$ cat config.mk
export PLATFORM = sky130hd
export DESIGN_NAME = clkdiv_seq_top
export DESIGN_NICKNAME = d
export VERILOG_FILES = /design/src/rtl/cds_pkg.sv /design/src/rtl/cds_seq.sv /design/src/rtl/cds_div.sv /design/src/rtl/cds_mode.sv /design/src/rtl/cds_evt.sv /design/src/rtl/clkdiv_seq_top.sv
export SDC_FILE = /design/constraint.sdc
export NUM_CORES = 1
export LEC_CHECK = 0
export ABC_AREA = 0
export BUFFER_PORTS_ARGS = -buffer_cell sky130_fd_sc_hd__clkbuf_2
export CORE_AREA = 2 2 83 85
export DETAILED_ROUTE_END_ITERATION = 8
export DIE_AREA = 0 0 85 87
export PLACE_DENSITY = 0.46
export REMOVE_ABC_BUFFERS = 1
export SLEW_MARGIN = 15
export SYNTH_ARGS = -nofsm -noshare
export SYNTH_HDL_FRONTEND = slang
export SYNTH_SLANG_ARGS = --single-unit
$ cat constraint.sdc
create_clock -name clk -period 1.4 [get_ports clk]
set_input_delay 0.28 -clock clk [delete_from_list [all_inputs] [get_ports clk]]
set_output_delay 0.28 -clock clk [all_outputs]
set_load 0.02 [all_outputs]
$ cat src/rtl/cds_pkg.sv
`timescale 1ns/1ps
package cds_pkg;
   typedef enum logic [1:0] {
      SQ_IDLE   = 2'd0,
      SQ_WAIT   = 2'd1,
      SQ_SETTLE = 2'd2
   } sq_state_t;
endpackage

$ cat src/rtl/cds_seq.sv
`timescale 1ns/1ps
// Update sequencer: pending divisors, lock wait, settle count, error flag.
module cds_seq #(
   parameter int NUM_OUT    = 3,
   parameter int DIV_W      = 4,
   parameter int SETTLE_CYC = 3
) (
   input  logic                       clk,
   input  logic                       rst_n,
   input  logic                       lock_i,
   input  logic                       div_wr_i,
   input  logic [NUM_OUT*DIV_W-1:0]   div_data_i,
   input  logic                       err_clr_i,
   output logic [NUM_OUT*DIV_W-1:0]   pend_o,
   output logic                       apply_o,
   output logic                       busy_o,
   output logic                       err_o
);
   import cds_pkg::*;

   localparam int TOT = NUM_OUT * DIV_W;
   localparam int SCW = (SETTLE_CYC > 1) ? $clog2(SETTLE_CYC) : 1;
   localparam logic [SCW-1:0] SC_LAST = SCW'(SETTLE_CYC - 1);

   sq_state_t      state_q;
   logic [SCW-1:0] scnt_q;
   logic [TOT-1:0] pend_q;
   logic           err_q;
   logic           wr_ok;
   logic           wr_bad;
   logic           apply;

   always_comb begin
      wr_ok  = div_wr_i && ((state_q == SQ_IDLE) || !lock_i);
      wr_bad = div_wr_i && (state_q != SQ_IDLE) && lock_i;
      apply  = (state_q == SQ_SETTLE) && lock_i && (scnt_q == SC_LAST);
   end

   always_ff @(posedge clk) begin
      if (!rst_n) begin
         state_q <= SQ_IDLE;
         scnt_q  <= '0;
         pend_q  <= '0;
      end else if (wr_ok) begin
         pend_q  <= div_data_i;
         state_q <= SQ_WAIT;
         scnt_q  <= '0;
      end else begin
         case (state_q)
            SQ_WAIT: begin
               if (lock_i) begin
                  state_q <= SQ_SETTLE;
                  scnt_q  <= '0;
               end
            end
            SQ_SETTLE: begin
               if (!lock_i) begin
                  state_q <= SQ_WAIT;
                  scnt_q  <= '0;
               end else if (apply) begin
                  state_q <= SQ_IDLE;
                  scnt_q  <= '0;
               end else begin
                  scnt_q  <= scnt_q + SCW'(1);
               end
            end
            default: begin
               state_q <= SQ_IDLE;
            end
         endcase
      end
   end

   always_ff @(posedge clk) begin
      if (!rst_n) err_q <= 1'b0;
      else        err_q <= wr_bad | (err_q & ~err_clr_i);
   end

   assign pend_o  = pend_q;
   assign apply_o = apply;
   assign busy_o  = (state_q != SQ_IDLE);
   assign err_o   = err_q;
endmodule

$ cat src/rtl/cds_div.sv
`timescale 1ns/1ps
// Active divisor registers and one period counter per derived clock.
module cds_div #(
   parameter int NUM_OUT = 3,
   parameter int DIV_W   = 4
) (
   input  logic                     clk,
   input  logic                     rst_n,
   input  logic                     apply_i,
   input  logic [NUM_OUT*DIV_W-1:0] pend_i,
   output logic [NUM_OUT*DIV_W-1:0] div_o,
   output logic [NUM_OUT-1:0]       stb_o
);
   for (genvar gi = 0; gi < NUM_OUT; gi++) begin : g_out
      logic [DIV_W-1:0] act_q;
      logic [DIV_W-1:0] cnt_q;
      logic [DIV_W-1:0] reload;

      // zero is treated as divide-by-one
      assign reload = (act_q == '0) ? '0 : act_q - DIV_W'(1);

      always_ff @(posedge clk) begin
         if (!rst_n) begin
            act_q <= '0;
            cnt_q <= '0;
         end else if (apply_i) begin
            act_q <= pend_i[gi*DIV_W +: DIV_W];
            cnt_q <= '0;
         end else if (cnt_q == '0) begin
            cnt_q <= reload;
         end else begin
            cnt_q <= cnt_q - DIV_W'(1);
         end
      end

      assign stb_o[gi]                 = (cnt_q == '0);
      assign div_o[gi*DIV_W +: DIV_W]  = act_q;
   end
endmodule

$ cat src/rtl/cds_mode.sv
`timescale 1ns/1ps
// Mode register and per-output gating of the strobes.
module cds_mode #(
   parameter int NUM_OUT = 3
) (
   input  logic               clk,
   input  logic               rst_n,
   input  logic               mode_wr_i,
   input  logic               mode_normal_i,
   input  logic [NUM_OUT-1:0] gate_en_i,
   input  logic [NUM_OUT-1:0] stb_i,
   output logic               normal_o,
   output logic [NUM_OUT-1:0] clk_en_o
);
   logic normal_q;

   always_ff @(posedge clk) begin
      if (!rst_n)         normal_q <= 1'b0;
      else if (mode_wr_i) normal_q <= mode_normal_i;
   end

   for (genvar gi = 0; gi < NUM_OUT; gi++) begin : g_gate
      assign clk_en_o[gi] = gate_en_i[gi] & (normal_q ? stb_i[gi] : 1'b1);
   end

   assign normal_o = normal_q;
endmodule

$ cat src/rtl/cds_evt.sv
`timescale 1ns/1ps
// Completion event pulse and latched status.
module cds_evt (
   input  logic clk,
   input  logic rst_n,
   input  logic apply_i,
   input  logic evt_clr_i,
   output logic evt_o,
   output logic evt_sts_o
);
   logic evt_q;
   logic sts_q;

   always_ff @(posedge clk) begin
      if (!rst_n) begin
         evt_q <= 1'b0;
         sts_q <= 1'b0;
      end else begin
         evt_q <= apply_i;
         sts_q <= apply_i | (sts_q & ~evt_clr_i);
      end
   end

   assign evt_o     = evt_q;
   assign evt_sts_o = sts_q;
endmodule

$ cat src/rtl/clkdiv_seq_top.sv
`timescale 1ns/1ps
module clkdiv_seq_top #(
   parameter int NUM_OUT    = 3,
   parameter int DIV_W      = 4,
   parameter int SETTLE_CYC = 3
) (
   input  logic                     clk,
   input  logic                     rst_n,
   input  logic                     lock_i,
   input  logic                     mode_wr_i,
   input  logic                     mode_normal_i,
   input  logic                     div_wr_i,
   input  logic [NUM_OUT*DIV_W-1:0] div_data_i,
   input  logic                     err_clr_i,
   input  logic                     evt_clr_i,
   input  logic [NUM_OUT-1:0]       gate_en_i,
   output logic                     normal_o,
   output logic                     busy_o,
   output logic [NUM_OUT*DIV_W-1:0] div_o,
   output logic [NUM_OUT-1:0]       clk_en_o,
   output logic                     evt_o,
   output logic                     evt_sts_o,
   output logic                     wake_o,
   output logic                     err_o
);
   localparam int TOT = NUM_OUT * DIV_W;

   if (NUM_OUT < 1)    begin : g_bad_nout   $error("NUM_OUT must be at least 1");    end
   if (DIV_W < 1)      begin : g_bad_divw   $error("DIV_W must be at least 1");      end
   if (SETTLE_CYC < 1) begin : g_bad_settle $error("SETTLE_CYC must be at least 1"); end

   logic [TOT-1:0]     pend;
   logic               apply;
   logic [NUM_OUT-1:0] stb;

   cds_seq #(.NUM_OUT(NUM_OUT), .DIV_W(DIV_W), .SETTLE_CYC(SETTLE_CYC)) u_seq (
      .clk        (clk),
      .rst_n      (rst_n),
      .lock_i     (lock_i),
      .div_wr_i   (div_wr_i),
      .div_data_i (div_data_i),
      .err_clr_i  (err_clr_i),
      .pend_o     (pend),
      .apply_o    (apply),
      .busy_o     (busy_o),
      .err_o      (err_o)
   );

   cds_div #(.NUM_OUT(NUM_OUT), .DIV_W(DIV_W)) u_div (
      .clk     (clk),
      .rst_n   (rst_n),
      .apply_i (apply),
      .pend_i  (pend),
      .div_o   (div_o),
      .stb_o   (stb)
   );

   cds_mode #(.NUM_OUT(NUM_OUT)) u_mode (
      .clk           (clk),
      .rst_n         (rst_n),
      .mode_wr_i     (mode_wr_i),
      .mode_normal_i (mode_normal_i),
      .gate_en_i     (gate_en_i),
      .stb_i         (stb),
      .normal_o      (normal_o),
      .clk_en_o      (clk_en_o)
   );

   cds_evt u_evt (
      .clk       (clk),
      .rst_n     (rst_n),
      .apply_i   (apply),
      .evt_clr_i (evt_clr_i),
      .evt_o     (evt_o),
      .evt_sts_o (evt_sts_o)
   );

   assign wake_o = evt_sts_o;
endmodule

== Yosys cells after proc, flatten, opt, wreduce, memory -nomap -nowiden ==
Index checks and enable logic that the tools add are counted.

* Flip-flop bits (word level): 44
* Input bits: 23
* Output and inout bits: 21

* Add/subtract/negate cells: 7
* Equal/unequal tests: 7
* Mux-type cells: 18
* Bitwise operators: 10
* Reductions and logical operators: 21

{| class="wikitable"
|+ Operators by type and width
! operator !! number
|-
| $logic_not 4->1 || 6
|-
| $mux 4 || 6
|-
| $sub 4x1->4 const B || 6
|-
| $mux 2 || 6
|-
| $pmux 2 s2 || 2
|-
| $ne 3x2->1 const B || 2
|-
| $reduce_and 2->1 || 3
|-
| $and 1x1->1 || 5
|-
| $logic_and 1x1->1 || 5
|-
| $eq 2x2->1 const B || 2
|-
| $mux 1 || 4
|-
| $ne 4x2->1 const B || 1
|-
| $reduce_bool 2->1 || 2
|-
| $reduce_or 2->1 || 2
|-
| $not 1->1 || 3
|-
| $add 2x1->2 const B || 1
|-
| $eq 2x1->1 const B || 1
|-
| $logic_not 2->1 || 1
|-
| $ne 2x2->1 const B || 1
|-
| $or 1x1->1 || 2
|-
| $logic_not 1->1 || 1
|-
| $logic_or 1x1->1 || 1
|}

== Logic depth before layout (Yosys ltp) ==
Gate-level depths: netlist of run 1.

* Depth in word-level cells: 7
* Mapped depth: 6
* Depth with buffers taken out: 5

== By module ==
From an unflattened synthesis of run 1, not the netlist that was laid out.

* Cells, all modules: 227
* Area total of the unflattened synthesis: 2119.5 um^2

{| class="wikitable"
|+ By module, submodules not included
! module !! times used !! cells an instance !! area each (um^2)
|-
| cds_div || 1 || 129 || 1199.9
|-
| cds_seq || 1 || 83 || 774.5
|-
| cds_mode || 1 || 9 || 70.1
|-
| cds_evt || 1 || 5 || 67.6
|-
| clkdiv_seq_top || 1 || 1 || 7.5
|}

== Worst setup path before layout of run 1 ==
Ideal clock, no wire load.

* Path type: register to output
* Start point: register u_div.g_out[0].cnt_q[0]
* End point: output clk_en_o[0]
* Arrival time: 1246 ps
* Data required time: 1120 ps
* Setup slack: -126 ps
* Stages on the path, launching flop included: 5
* Path buffers: 0
* Path through: dfxtp_1 -> inv_1 -> ha_1 -> nand3b_1 -> a21boi_0

* Cells in the longest elaborated chain, start to end: 3

{| class="wikitable"
|+ RTL lines
! item !! RTL line !! text
|-
| from (decl) || cds_div.sv:16 || <nowiki>logic [DIV_W-1:0] cnt_q;</nowiki>
|-
| from (signal assigned) || cds_div.sv:30 || <nowiki>cnt_q <= reload;</nowiki>
|-
| from (signal assigned) || cds_div.sv:32 || <nowiki>cnt_q <= cnt_q - DIV_W'(1);</nowiki>
|-
| $logic_not 4->1 || cds_div.sv:36 || <nowiki>assign stb_o[gi] = (cnt_q == '0);</nowiki>
|-
| $mux 1 || cds_mode.sv:23 || <nowiki>assign clk_en_o[gi] = gate_en_i[gi] & (normal_q ? stb_i[gi] : 1'b1);</nowiki>
|-
| $and 1x1->1 || cds_mode.sv:23 ||
|-
| to (decl) || clkdiv_seq_top.sv:20 || <nowiki>output logic [NUM_OUT-1:0] clk_en_o,</nowiki>
|}

Every way passes these cells.

== Worst setup path in the final report of run 1 ==
* Start point: register u_div.g_out[1].cnt_q[0]
* End point: output clk_en_o[1]

* Cells in the longest elaborated chain, start to end: 3

{| class="wikitable"
|+ RTL lines
! item !! RTL line
|-
| from (decl) || cds_div.sv:16
|-
| from (signal assigned) || cds_div.sv:30
|-
| from (signal assigned) || cds_div.sv:32
|-
| $logic_not 4->1 || cds_div.sv:36
|-
| $mux 1 || cds_mode.sv:23
|-
| $and 1x1->1 || cds_mode.sv:23
|}

Every way passes these cells.

==> impl_results.md, run 1 <==
* Status: finished with violations
* Failing checks: negative setup slack
* Drt total wl at between 4000 and 5000 um
* Setup crit start kind: flip-flop
* Worst rel slew slack at 0.6103
* Syn avg cell area at 9.259 um^2
* Hold Fails Final Rpt at 0
* Critical-path maximum fanout at 3
* Least-Margin Pin Slew at roughly 0.58 ns
* Placed inst area at 2354 um^2
* Final setup fails at 3
* Critical path capture point type: primary output
* Crit-path cells: inv_2, ha_4, nand3b_1, a21boi_1, buf_4
* Share of cells above drive strength 1 at 0.4120
* Ports at 44
* Diode count at 0
* Total CTS buffers at 5
* Drt initial violations at between 50 and 60
* Static leakage at ~1.1 nW
* Initial Util at 0.2890
* List of most frequent post-synthesis cells: dfxtp_1, nand2_1, a21boi_0, a22o_1
* Slew Limit Fails at 0
* Power density cells at about 1500 nW/um^2
* Minimum clock period at 1.556 ns
* Post-layout nets at roughly 300
* All-Layer GR Usage at 0.1281
* Pwr Total at slightly below 4 mW
* Top cell family by delay on the critical path: flip-flops
* Synth top area share at 0.4641
* Met2 Track Usage GR at 0.2145
* CP peak stage delay at roughly 0.34 ns
* CTS tree: built
* Die area at 7395 um^2
* Worst vdd ir at between 0.6 and 0.7 mV
* Die Wd at around 85 um
* Asr flop ratio synth at 0
* Met3 GRT Util at 0.03697
* Prevailing post-synth register cell: dfxtp_1
* DR vias at between 1.5k and 2k
* Synth-to-Final Area Change at 38.23%
* CTS Root Cell: clkbuf_8
* Core Box Area at around 6600 um^2
* Max cap viols at 0
* Via/cell ratio at between 4 and 5
* Mapped Area at 1898 um^2
* Fillers at between 600 and 700
* Post-route insts no fill at ~360
* Arr. time, crit path at around 1.3 ns
* Clock-pin slew on the worst setup and hold paths at about 0.080 ns
* Placed cells at roughly 350
* Total gr overflow at 0
* Final Skew at a little under 0.007 ns
* Largest net degree at the start of global routing at 21
* Req. time, crit path at 1.12 ns
* DIE HEIGHT at about 87 um
* Pre-CTS WS at -0.2314 ns
* Number of global-route vias before repair at 1677
* Dominant cell by count in the synthesized netlist: dfxtp_1
* Critical path class: flip-flop to primary output
* Seq cells post-synth at 44
* Worst Hold Class: primary input to flip-flop
* Sequential area share after synthesis at 0.4641
* Hold_buf cts at 0
* Later-pin clock latency in the skew report at 0.29 ns
* GP Congestion at approximately 0.7
* Initial antenna violation count at 0
* Mapped Cells at 205
* CTS H-tree lvls at 2
* Worst Hold Margin at 0.1738 ns
* Drt pass-1 iters at 4
* # clock sinks at 44
* Final TNS setup at -0.2924 ns
* Fin area at between 2000 and 3000 um^2
* Port Buffers at 43
* Most crowded layer after global routing: met2
* Distinct cells, synth at slightly above 40
* RSZ-0062 raised after global routing: yes
* Crit path buffers/inverters at 2
* GRT met1 Usage at 0.1614
* Yosys warnings at 0
* Post-route ant nets at 0
* First-pass GRT wire length at 7672 um
* CTS Buffer Depth at 2
* Slowest CP cell: dfxtp_2
* Final period utilization at 1.112
* Final Util at 0.3994
* Post-DR wirelength/cell at ~13 um
* EDFF count, synth at 0
* Yosys top cell by area: dfxtp_1
* HPWL Detailed at ~3400 um
* Max Clock Freq at roughly 0.64 GHz
* Row cnt at 30
* Top cells by area, synth: dfxtp_1, a21boi_0, nand2_1, a22o_1, a211oi_1
* Residual DRC at 0
* Fin worst setup slack at -0.1562 ns
[worst paths after layout]
kind / from / to / slack [ns] / cells after the start
min: evt_clr_i / u_evt.evt_sts_o$_SDFF_PN0_ / 0.17 / 2
max reg2reg: u_div.g_out[0].cnt_q[0]$_SDFF_PP0_ / u_div.g_out[0].cnt_q[0]$_SDFF_PP0_ / 0.04 / 6
max: u_div.g_out[1].cnt_q[0]$_SDFF_PP0_ / clk_en_o[1] / -0.16 / 5
min reg2reg: u_seq.pend_o[11]$_SDFFE_PN0P_ / u_seq.pend_o[11]$_SDFFE_PN0P_ / 0.47 / 2
[layout by cell type (no fill, tap or decap), types with 3 or more instances in the layout]
cell,Yosys,final
a211oi_1,11,11
a21boi_0,15,12
a21oi_1,4,3
a22o_1,12,12
and2_1,4,4
buf_4,2,38
clkbuf_2,0,39
clkbuf_8,0,7
dfxtp_1,44,35
dfxtp_2,0,9
ha_4,0,3
inv_1,10,4
inv_2,0,6
nand2_1,30,29
nor2_1,9,8
nor2b_1,4,3
nor3_1,11,11
o21ai_0,6,6
or3_1,3,3
[power breakdown]
| part | internal (mW) | switching (mW) |
|---|---|---|
| clock | 0.394 | 0.424 |
| combinational | 0.834 | 0.665 |
| sequential | 1.44 | 0.139 |
| total | 2.66 | 1.23 |
[layer usage]
metal,share of wire,routed length (um)
met1,0.48,2183
met2,0.47,2170
met3,0.042,190
met4,0.0063,29
met5,0,0
[kinds of logic after synthesis]
logic type / Yosys count / share of synthesized area
AOI/OAI and AO/OA: 59 / 0.2353
and+or+nand+nor: 77 / 0.2063
DFF: 44 / 0.4641
adders and majority gates: 3 / 0.01978
buffers and inverters: 19 / 0.05933
xor gates and xnor gates: 1 / 0.004615
muxes: 2 / 0.01055
[state kept, by name, indices dropped and copies added (netlist names)]
register,flops
u_seq.err_o,1
u_div.g_out.cnt_q,12
u_mode.normal_o,1
u_seq.pend_o,12
u_evt.evt_sts_o,1
u_seq.state_q,2
u_div.g_out.act_q,12
u_seq.scnt_q,2
u_evt.evt_o,1
[layout make-up]
type                            count  area [um^2]  area share
Timing Repair Buffer               80        525.5      0.2003
Clock buffer                        6        82.58     0.03147
Sequential cell                    44        892.1      0.3400
Inverter                           10        37.54     0.01431
Multi-Input combinational cell    142        975.9      0.3720
Clock inverter                      2        10.01    0.003815
Tap cell                           80        100.1     0.03815
[what timing repair did]
item | CTS | global route
buffers inserted | 8 | 4
pin swaps | 6 | 7
setup endpoints to repair | 19 | 8
gates resized for setup | 27 | 15
(Power assumes the default switching activity.)
==> inputs of run 2 (changes only) <==
- CORE_AREA: 2 2 83 85 -> 2 2 99 72
- DIE_AREA: 0 0 85 87 -> 0 0 101 74
- SKIP_CTS_REPAIR_TIMING: not set -> 1
==> run 2 against run 1 <==
The run still ends with negative setup slack left. Routed wire length is 2.8% lower. Sequential share of layout area is 0.73 points higher. Count of clock-buffer cells in the layout is 1 higher. Register-to-register slack better by 0.02 ns.
==> impl_results.md, run 2 (synthesized netlist as in run 1, its figures left out) <==
* Reg-to-reg critical path endpoint: u_div.g_out[0].cnt_q[0]$_SDFF_PP0_ (unchanged)
* Crit-path cells: inv_2, ha_4, nand3b_1, a21boi_1, buf_4 (unchanged)
* Number of global-route vias before repair at 1516 (was 1677)
* Residual DRC at 0 (unchanged)
* Fin worst setup slack at -0.1270 ns (was -0.1562 ns)
* Worst Hold Margin at 0.1612 ns (was 0.1738 ns)
* Port Buffers at 43 (unchanged)
* Post-route insts no fill at 355 (was 364)
* Final Skew at 0.003520 ns (was 0.006925 ns)
* CTS Root Cell: clkbuf_8 (unchanged)
* Placed cells at 343 (was 346)
* Arr. time, crit path at 1.25 ns (was 1.28 ns)
* Pint at 2.786 mW (was 2.664 mW)
* Minimum clock period at 1.527 ns (was 1.556 ns)
* Critical-path maximum fanout at 3 (unchanged)
* CTS Buffer Depth at 2 (unchanged)
* Hold Fails Final Rpt at 0 (unchanged)
* Crit path buffers/inverters at 2 (unchanged)
* Gate power share at 0.334 (was 0.385)
* Initial antenna violation count at 0 (unchanged)
* Ports at 44 (unchanged)
* Via/cell ratio at 4.645 (was 4.742)
* Hold_sp: evt_clr_i (unchanged)
* Final period utilization at 1.091 (was 1.112)
* Static leakage at 1.103 nW (was 1.145 nW)
* CTS tree: built (unchanged)
* Share of cells above drive strength 1 at 0.3832 (was 0.4120)
* Slew Limit Fails at 0 (unchanged)
* Least-Margin Pin Slew at 0.5529 ns (was 0.5819 ns)
* Req. time, crit path at 1.12 ns (about the same)
* Total CTS buffers at 5 (unchanged)
* Max cap viols at 0 (unchanged)
* Worst Hold Class: primary input to flip-flop (unchanged)
* Failing checks: negative setup slack (unchanged)
* Die Wd at 101 um (was 85 um)
* Final setup fails at 4 (was 3)
* Most frequent cells in the layout: clkbuf_2, dfxtp_1, nand2_1 (was clkbuf_2, buf_4, dfxtp_1)
* HPWL Detailed at 3316 um (was 3355 um)
* # clock sinks at 44 (unchanged)
* GP Congestion at 0.7489 (was 0.7181)
* Total gr overflow at 0 (unchanged)
* Final TNS setup at -0.2627 ns (was -0.2924 ns)
* Worst r2r path cells at 6 (unchanged)
* All-Layer GR Usage at 0.1197 (was 0.1281)
* Worst vdd ir at 0.4260 mV (was 0.6663 mV)
* Flop pwr share at 0.397 (was 0.405)
* Drt pass-1 iters at 4 (unchanged)
* Critical path class: flip-flop to primary output (unchanged)
* RSZ-0062 raised after global routing: yes (unchanged)
* Slowest CP cell: dfxtp_2 (unchanged)
* Switching power at 1.180 mW (was 1.228 mW)
* Worst r2r src: u_div.g_out[0].cnt_q[1]$_SDFF_PP0_ (was u_div.g_out[0].cnt_q[0]$_SDFF_PP0_)
* Die area at 7474 um^2 (was 7395 um^2)
* First-pass GRT wire length at 6996 um (was 7672 um)
* Core Box Area at 6569 um^2 (unchanged)
* Max Clock Freq at 0.6549 GHz (was 0.6426 GHz)
* Most common cell after layout, fill and taps aside: clkbuf_2 (unchanged)
* Clock-pin slew on the worst setup and hold paths at 0.08 ns (about the same)
* CTS H-tree lvls at 2 (unchanged)
* Drt total wl at 4448 um (was 4574 um)
* DIE HEIGHT at 74 um (was 87 um)
* Post-route ant nets at 0 (unchanged)
* Worst rel slew slack at 0.6298 (was 0.6103)
* Sw Ratio at 0.2975 (was 0.3155)
* Flop2flop setup slack at 0.06 ns (was 0.04 ns)
* Largest net degree at the start of global routing at 21 (unchanged)
* Min-Delay Endpoint: u_evt.evt_sts_o$_SDFF_PN0_ (unchanged)
* Post-layout nets at 299 (was 309)
* Diode count at 0 (unchanged)
* Setup crit start kind: flip-flop (unchanged)
* Power density cells at 1546 nW/um^2 (was 1484 nW/um^2)
* Critical path capture point type: primary output (unchanged)
* DR vias at 1649 (was 1726)
* Initial Util at 0.2890 (unchanged)
* Synth-to-Final Area Change at 35.14% (was 38.23%)
* Later-pin clock latency in the skew report at 0.29 ns (about the same)
* CP peak stage delay at 0.34 ns (about the same)
* WHS Path Cells at 2 (unchanged)
* Post-DR wirelength/cell at 12.53 um (was 12.57 um)
* Row cnt at 25 (was 30)
* Drt initial violations at 74 (was 56)
* Status: finished with violations (unchanged)
* Clock power share at 0.269 (was 0.210)
* Top cell family by delay on the critical path: flip-flops (unchanged)
[run 2: power by group through the flow]
stage	registers, mW	clock network (mW)	logic (mW)
detailed placement	1.57	0	1.09
CTS	1.54	1.09	1.09
global route	1.60	1.14	1.46
floorplan	1.54	0	0.671
global placement	1.57	0	1.09
finish	1.58	1.07	1.32
[run 2: layer usage]
metal	share of wire	GRT usage
met4	0.015	0.04655
met3	0.039	0.03289
met2	0.40	0.1756
met1	0.54	0.1685
met5	0	0
[run 2: worst max-delay path by stage]
stage | startpoint | endpoint | slack, ns | cells past startpoint
6_report | u_div.g_out[0].cnt_q[1]$_SDFF_PP0_ | clk_en_o[0] | -0.13 | 5
5_1_grt | u_div.g_out[0].cnt_q[1]$_SDFF_PP0_ | clk_en_o[0] | -0.19 | 5
4_1_cts | u_div.g_out[1].cnt_q[0]$_SDFF_PP0_ | clk_en_o[1] | -0.30 | 5
3_5_place_dp | lock_i | u_div.g_out[1].act_q[3]$_SDFFE_PN0P_ | -0.19 | 5
3_3_place_gp | lock_i | u_div.g_out[0].act_q[3]$_SDFFE_PN0P_ | -0.20 | 5
2_1_floorplan | u_div.g_out[0].cnt_q[0]$_SDFF_PP0_ | clk_en_o[0] | -0.13 | 4
[run 2: through the flow]
| stage | utilization | cell area, um^2 | worst slack [ns] | total power, mW |
|---|---|---|---|---|
| after detailed placement | 0.3539 | 2325 | -0.1857 | 2.659 |
| after floorplan | - | 1823 | -0.1262 | 2.212 |
| after CTS | 0.3731 | 2451 | -0.2963 | 3.730 |
| after global routing | 0.3905 | 2565 | -0.1944 | 4.197 |
| final | 0.3905 | 2565 | -0.1270 | 3.966 |
| after global placement | 0.3539 | 2325 | -0.2044 | 2.665 |
[run 2: area by class of cell]
class | instances | area [um^2]
Clock buffer | 7 | 96.34
Clock inverter | 1 | 30.03
Fill cell | 692 | 4004
Inverter | 10 | 37.54
Multi-Input combinational cell | 142 | 960.9
Sequential cell | 44 | 890.9
Tap cell | 81 | 101.3
Timing Repair Buffer | 70 | 447.9
==> inputs of run 3 (changes only) <==
- ABC_AREA: 0 -> 1
- CORE_AREA: 2 2 99 72 -> 2 2 102 75
- DIE_AREA: 0 0 101 74 -> 0 0 104 77
- PLACE_DENSITY: 0.46 -> 0.45
==> run 3 against run 2 <==
Routed wire length is 15% higher. Power is 14% higher. Critical path depth is 2 higher. Final area is 5.6% higher. Critical endpoint is now clk_en_o[1]. Combinational power is 61% higher. Synthesized cell count is 42% higher. Fmax is 4.2% lower. Setup slack worse by 0.068 ns. The flow still finishes with violations (negative setup slack). Synthesized area is 7.7% higher. Hold slack better by 0.012 ns. Utilization is 0.50 points lower. Clock power is 23% lower.
==> impl_results.md, run 3 <==
* Asr flop ratio synth at 0 (unchanged)
* Arr. time, crit path at 1.31 ns (was 1.25 ns)
* Post-DR wirelength/cell at 11.13 um (was 12.53 um)
* Minimum clock period at 1.595 ns (was 1.527 ns)
* Later-pin clock latency in the skew report at 0.29 ns (about the same)
* Status: finished with violations (unchanged)
* Total CTS buffers at 5 (unchanged)
* Ports at 44 (unchanged)
* Final TNS setup at -0.5580 ns (was -0.2627 ns)
* Yosys top cell by area: dfxtp_1 (unchanged)
* Drt total wl at 5120 um (was 4448 um)
* Synth top area share at 0.4308 (was 0.4641)
* EDFF count, synth at 0 (unchanged)
* Post-route insts no fill at 460 (was 355)
* Prevailing post-synth register cell: dfxtp_1 (unchanged)
* Gate power share at 0.468 (was 0.334)
* Post-layout nets at 387 (was 299)
* Clock power share at 0.183 (was 0.269)
* Final period utilization at 1.139 (was 1.091)
* Critical path class: flip-flop to primary output (unchanged)
* Power density cells at 1669 nW/um^2 (was 1546 nW/um^2)
* Failing checks: negative setup slack (unchanged)
* Fin worst setup slack at -0.1947 ns (was -0.1270 ns)
* Syn avg cell area at 7.002 um^2 (was 9.259 um^2)
* First-pass GRT wire length at 8397 um (was 6996 um)
* Drt initial violations at 41 (was 74)
* DR vias at 2018 (was 1649)
* DIE HEIGHT at 77 um (was 74 um)
* Clock-pin slew on the worst setup and hold paths at 0.08 ns (about the same)
* Port Buffers at 43 (unchanged)
* List of most frequent post-synthesis cells: nand2_1, dfxtp_1, nor2_1, nand3_1, inv_1 (was dfxtp_1, nand2_1, a21boi_0, a22o_1)
* Mapped Cells at 292 (was 205)
* CTS tree: built (unchanged)
* Most frequent cells in the layout: nand2_1, dfxtp_1, clkbuf_2 (was clkbuf_2, dfxtp_1, nand2_1)
* Core Box Area at 7027 um^2 (was 6569 um^2)
* Hold Fails Final Rpt at 0 (unchanged)
* Worst vdd ir at 0.6206 mV (was 0.4260 mV)
* Residual DRC at 0 (unchanged)
* Critical-path maximum fanout at 2 (was 3)
* Sw Ratio at 0.3428 (was 0.2975)
* Worst Hold Class: primary input to flip-flop (unchanged)
* Max cap viols at 0 (unchanged)
* All-Layer GR Usage at 0.1303 (was 0.1197)
* Mapped Area at 2044 um^2 (was 1898 um^2)
* Via/cell ratio at 4.387 (was 4.645)
* Post-route ant nets at 0 (unchanged)
* Share of cells above drive strength 1 at 0.2983 (was 0.3832)
* Top cells by area, synth: dfxtp_1, nand2_1, nand3_1, nor2_1, inv_1 (was dfxtp_1, a21boi_0, nand2_1, a22o_1, a211oi_1)
* Row cnt at 26 (was 25)
* CTS Buffer Depth at 2 (unchanged)
* Static leakage at 1.273 nW (was 1.103 nW)
* Setup crit start kind: flip-flop (unchanged)
* Most common cell after layout, fill and taps aside: nand2_1 (was clkbuf_2)
* CP peak stage delay at 0.33 ns (was 0.34 ns)
* RSZ-0062 raised after global routing: yes (unchanged)
* Dominant cell by count in the synthesized netlist: nand2_1 (was dfxtp_1)
* Least-Margin Pin Slew at 0.2792 ns (was 0.5529 ns)
* Final setup fails at 3 (was 4)
* Slew Limit Fails at 0 (unchanged)
* Die Wd at 104 um (was 101 um)
* Top cell family by delay on the critical path: flip-flops (unchanged)
* Die area at 8008 um^2 (was 7474 um^2)
* CTS Root Cell: clkbuf_8 (unchanged)
* Yosys warnings at 0 (unchanged)
* Flop pwr share at 0.349 (was 0.397)
* Crit path buffers/inverters at 3 (was 2)
* Pwr Total at 4.522 mW (was 3.966 mW)
* Worst path most repeated cell: inv_2
* Max Clock Freq at 0.6271 GHz (was 0.6549 GHz)
* Switching power at 1.550 mW (was 1.180 mW)
* Largest net degree at the start of global routing at 19 (was 21)
* Slowest CP cell: dfxtp_2 (unchanged)
* Synth-to-Final Area Change at 32.50% (was 35.14%)
* Critical path capture point type: primary output (unchanged)
* Diode count at 0 (unchanged)
* HPWL Detailed at 3689 um (was 3316 um)
* Crit-path cells: inv_2, ha_4, nand2_2, nor2_2, inv_2, a21boi_1, buf_4 (was inv_2, ha_4, nand3b_1, a21boi_1, buf_4)
* Drt pass-1 iters at 4 (unchanged)
* CTS H-tree lvls at 2 (unchanged)
* Distinct cells, synth at 24 (was 41)
* Placed cells at 443 (was 343)
* Req. time, crit path at 1.12 ns (about the same)
* # clock sinks at 44 (unchanged)
* Initial Util at 0.2910 (was 0.2890)
* Final Skew at 0.007563 ns (was 0.003520 ns)
* Seq cells post-synth at 44 (unchanged)
* Worst rel slew slack at 0.8136 (was 0.6298)
* Initial antenna violation count at 0 (unchanged)
* Total gr overflow at 0 (unchanged)
* GP Congestion at 0.7994 (was 0.7489)
* Sequential area share after synthesis at 0.4308 (was 0.4641)
* Number of global-route vias before repair at 1781 (was 1516)
* Pint at 2.972 mW (was 2.786 mW)
[run 3: logic make-up after synthesis]
logic type / after synthesis / synth area share
AO/OA/AOI/OAI: 29 / 0.07528
buffers and inverters: 40 / 0.09669
flip-flops: 44 / 0.4308
adder cells (fa/ha/maj): 3 / 0.01836
AND/OR/NAND/NOR: 173 / 0.3660
XOR/XNOR: 3 / 0.01285
[run 3: final cells by class]
type | count | area (um^2)
Clock buffer | 8 | 90.09
Fill cell | 811 | 4318
Inverter | 31 | 116.4
Multi-Input combinational cell | 208 | 1046
Sequential cell | 44 | 884.6
Tap cell | 98 | 122.6
Timing Repair Buffer | 71 | 449.2
[run 3: worst paths after layout]
| path | from | endpoint | slack [ns] | cells past startpoint |
|---|---|---|---|---|
| worst max-delay path | u_div.g_out[1].cnt_q[1]$_SDFF_PP0_ | clk_en_o[1] | -0.19 | 7 |
| worst min-delay path | mode_wr_i | u_mode.normal_o$_SDFFE_PN0P_ | 0.17 | 2 |
| worst min register to register | u_seq.pend_o[6]$_SDFFE_PN0P_ | u_seq.pend_o[6]$_SDFFE_PN0P_ | 0.47 | 2 |
| worst max register to register | u_div.g_out[1].cnt_q[1]$_SDFF_PP0_ | u_div.g_out[1].cnt_q[1]$_SDFF_PP0_ | 0.15 | 9 |
[run 3: routing by layer]
layer	vias up	wire [um]	global-route usage
met5	-	0	0
met4	0	44	0.03243
met3	5	205	0.03571
met2	34	2179	0.1928
met1	917	2691	0.1865
li1	1062	-	-
[run 3: power by group through the flow]
stage / clock network (mW) / logic, mW / registers, mW
6_report: 0.828 / 2.12 / 1.58
2_1_floorplan: 0 / 0.912 / 1.54
4_1_cts: 0.854 / 1.54 / 1.54
3_3_place_gp: 0 / 1.55 / 1.57
3_5_place_dp: 0 / 1.53 / 1.57
5_1_grt: 0.909 / 2.38 / 1.60
[run 3: worst register-to-register path, stage by stage (launching register included)]
cell,delay (ns)
dfxtp_2,0.33
inv_2,0.06
ha_4,0.13
nand2_2,0.04
nor2_2,0.13
inv_2,0.05
buf_4,0.12
buf_4,0.13
nor2_1,0.10
nor2_1,0.05
[run 3: through the flow]
step                      hold slack, ns  cell area (um^2)    util  worst slack, ns
after CTS                         0.1656              2546  0.3624          -0.3122
final                             0.1737              2709  0.3855          -0.1947
after detailed placement          0.4537              2456  0.3495          0.02769
after floorplan                   0.3735              1963       -          -0.2500
after global routing              0.1723              2709  0.3855          -0.2770
after global placement            0.4547              2456  0.3495          0.06157
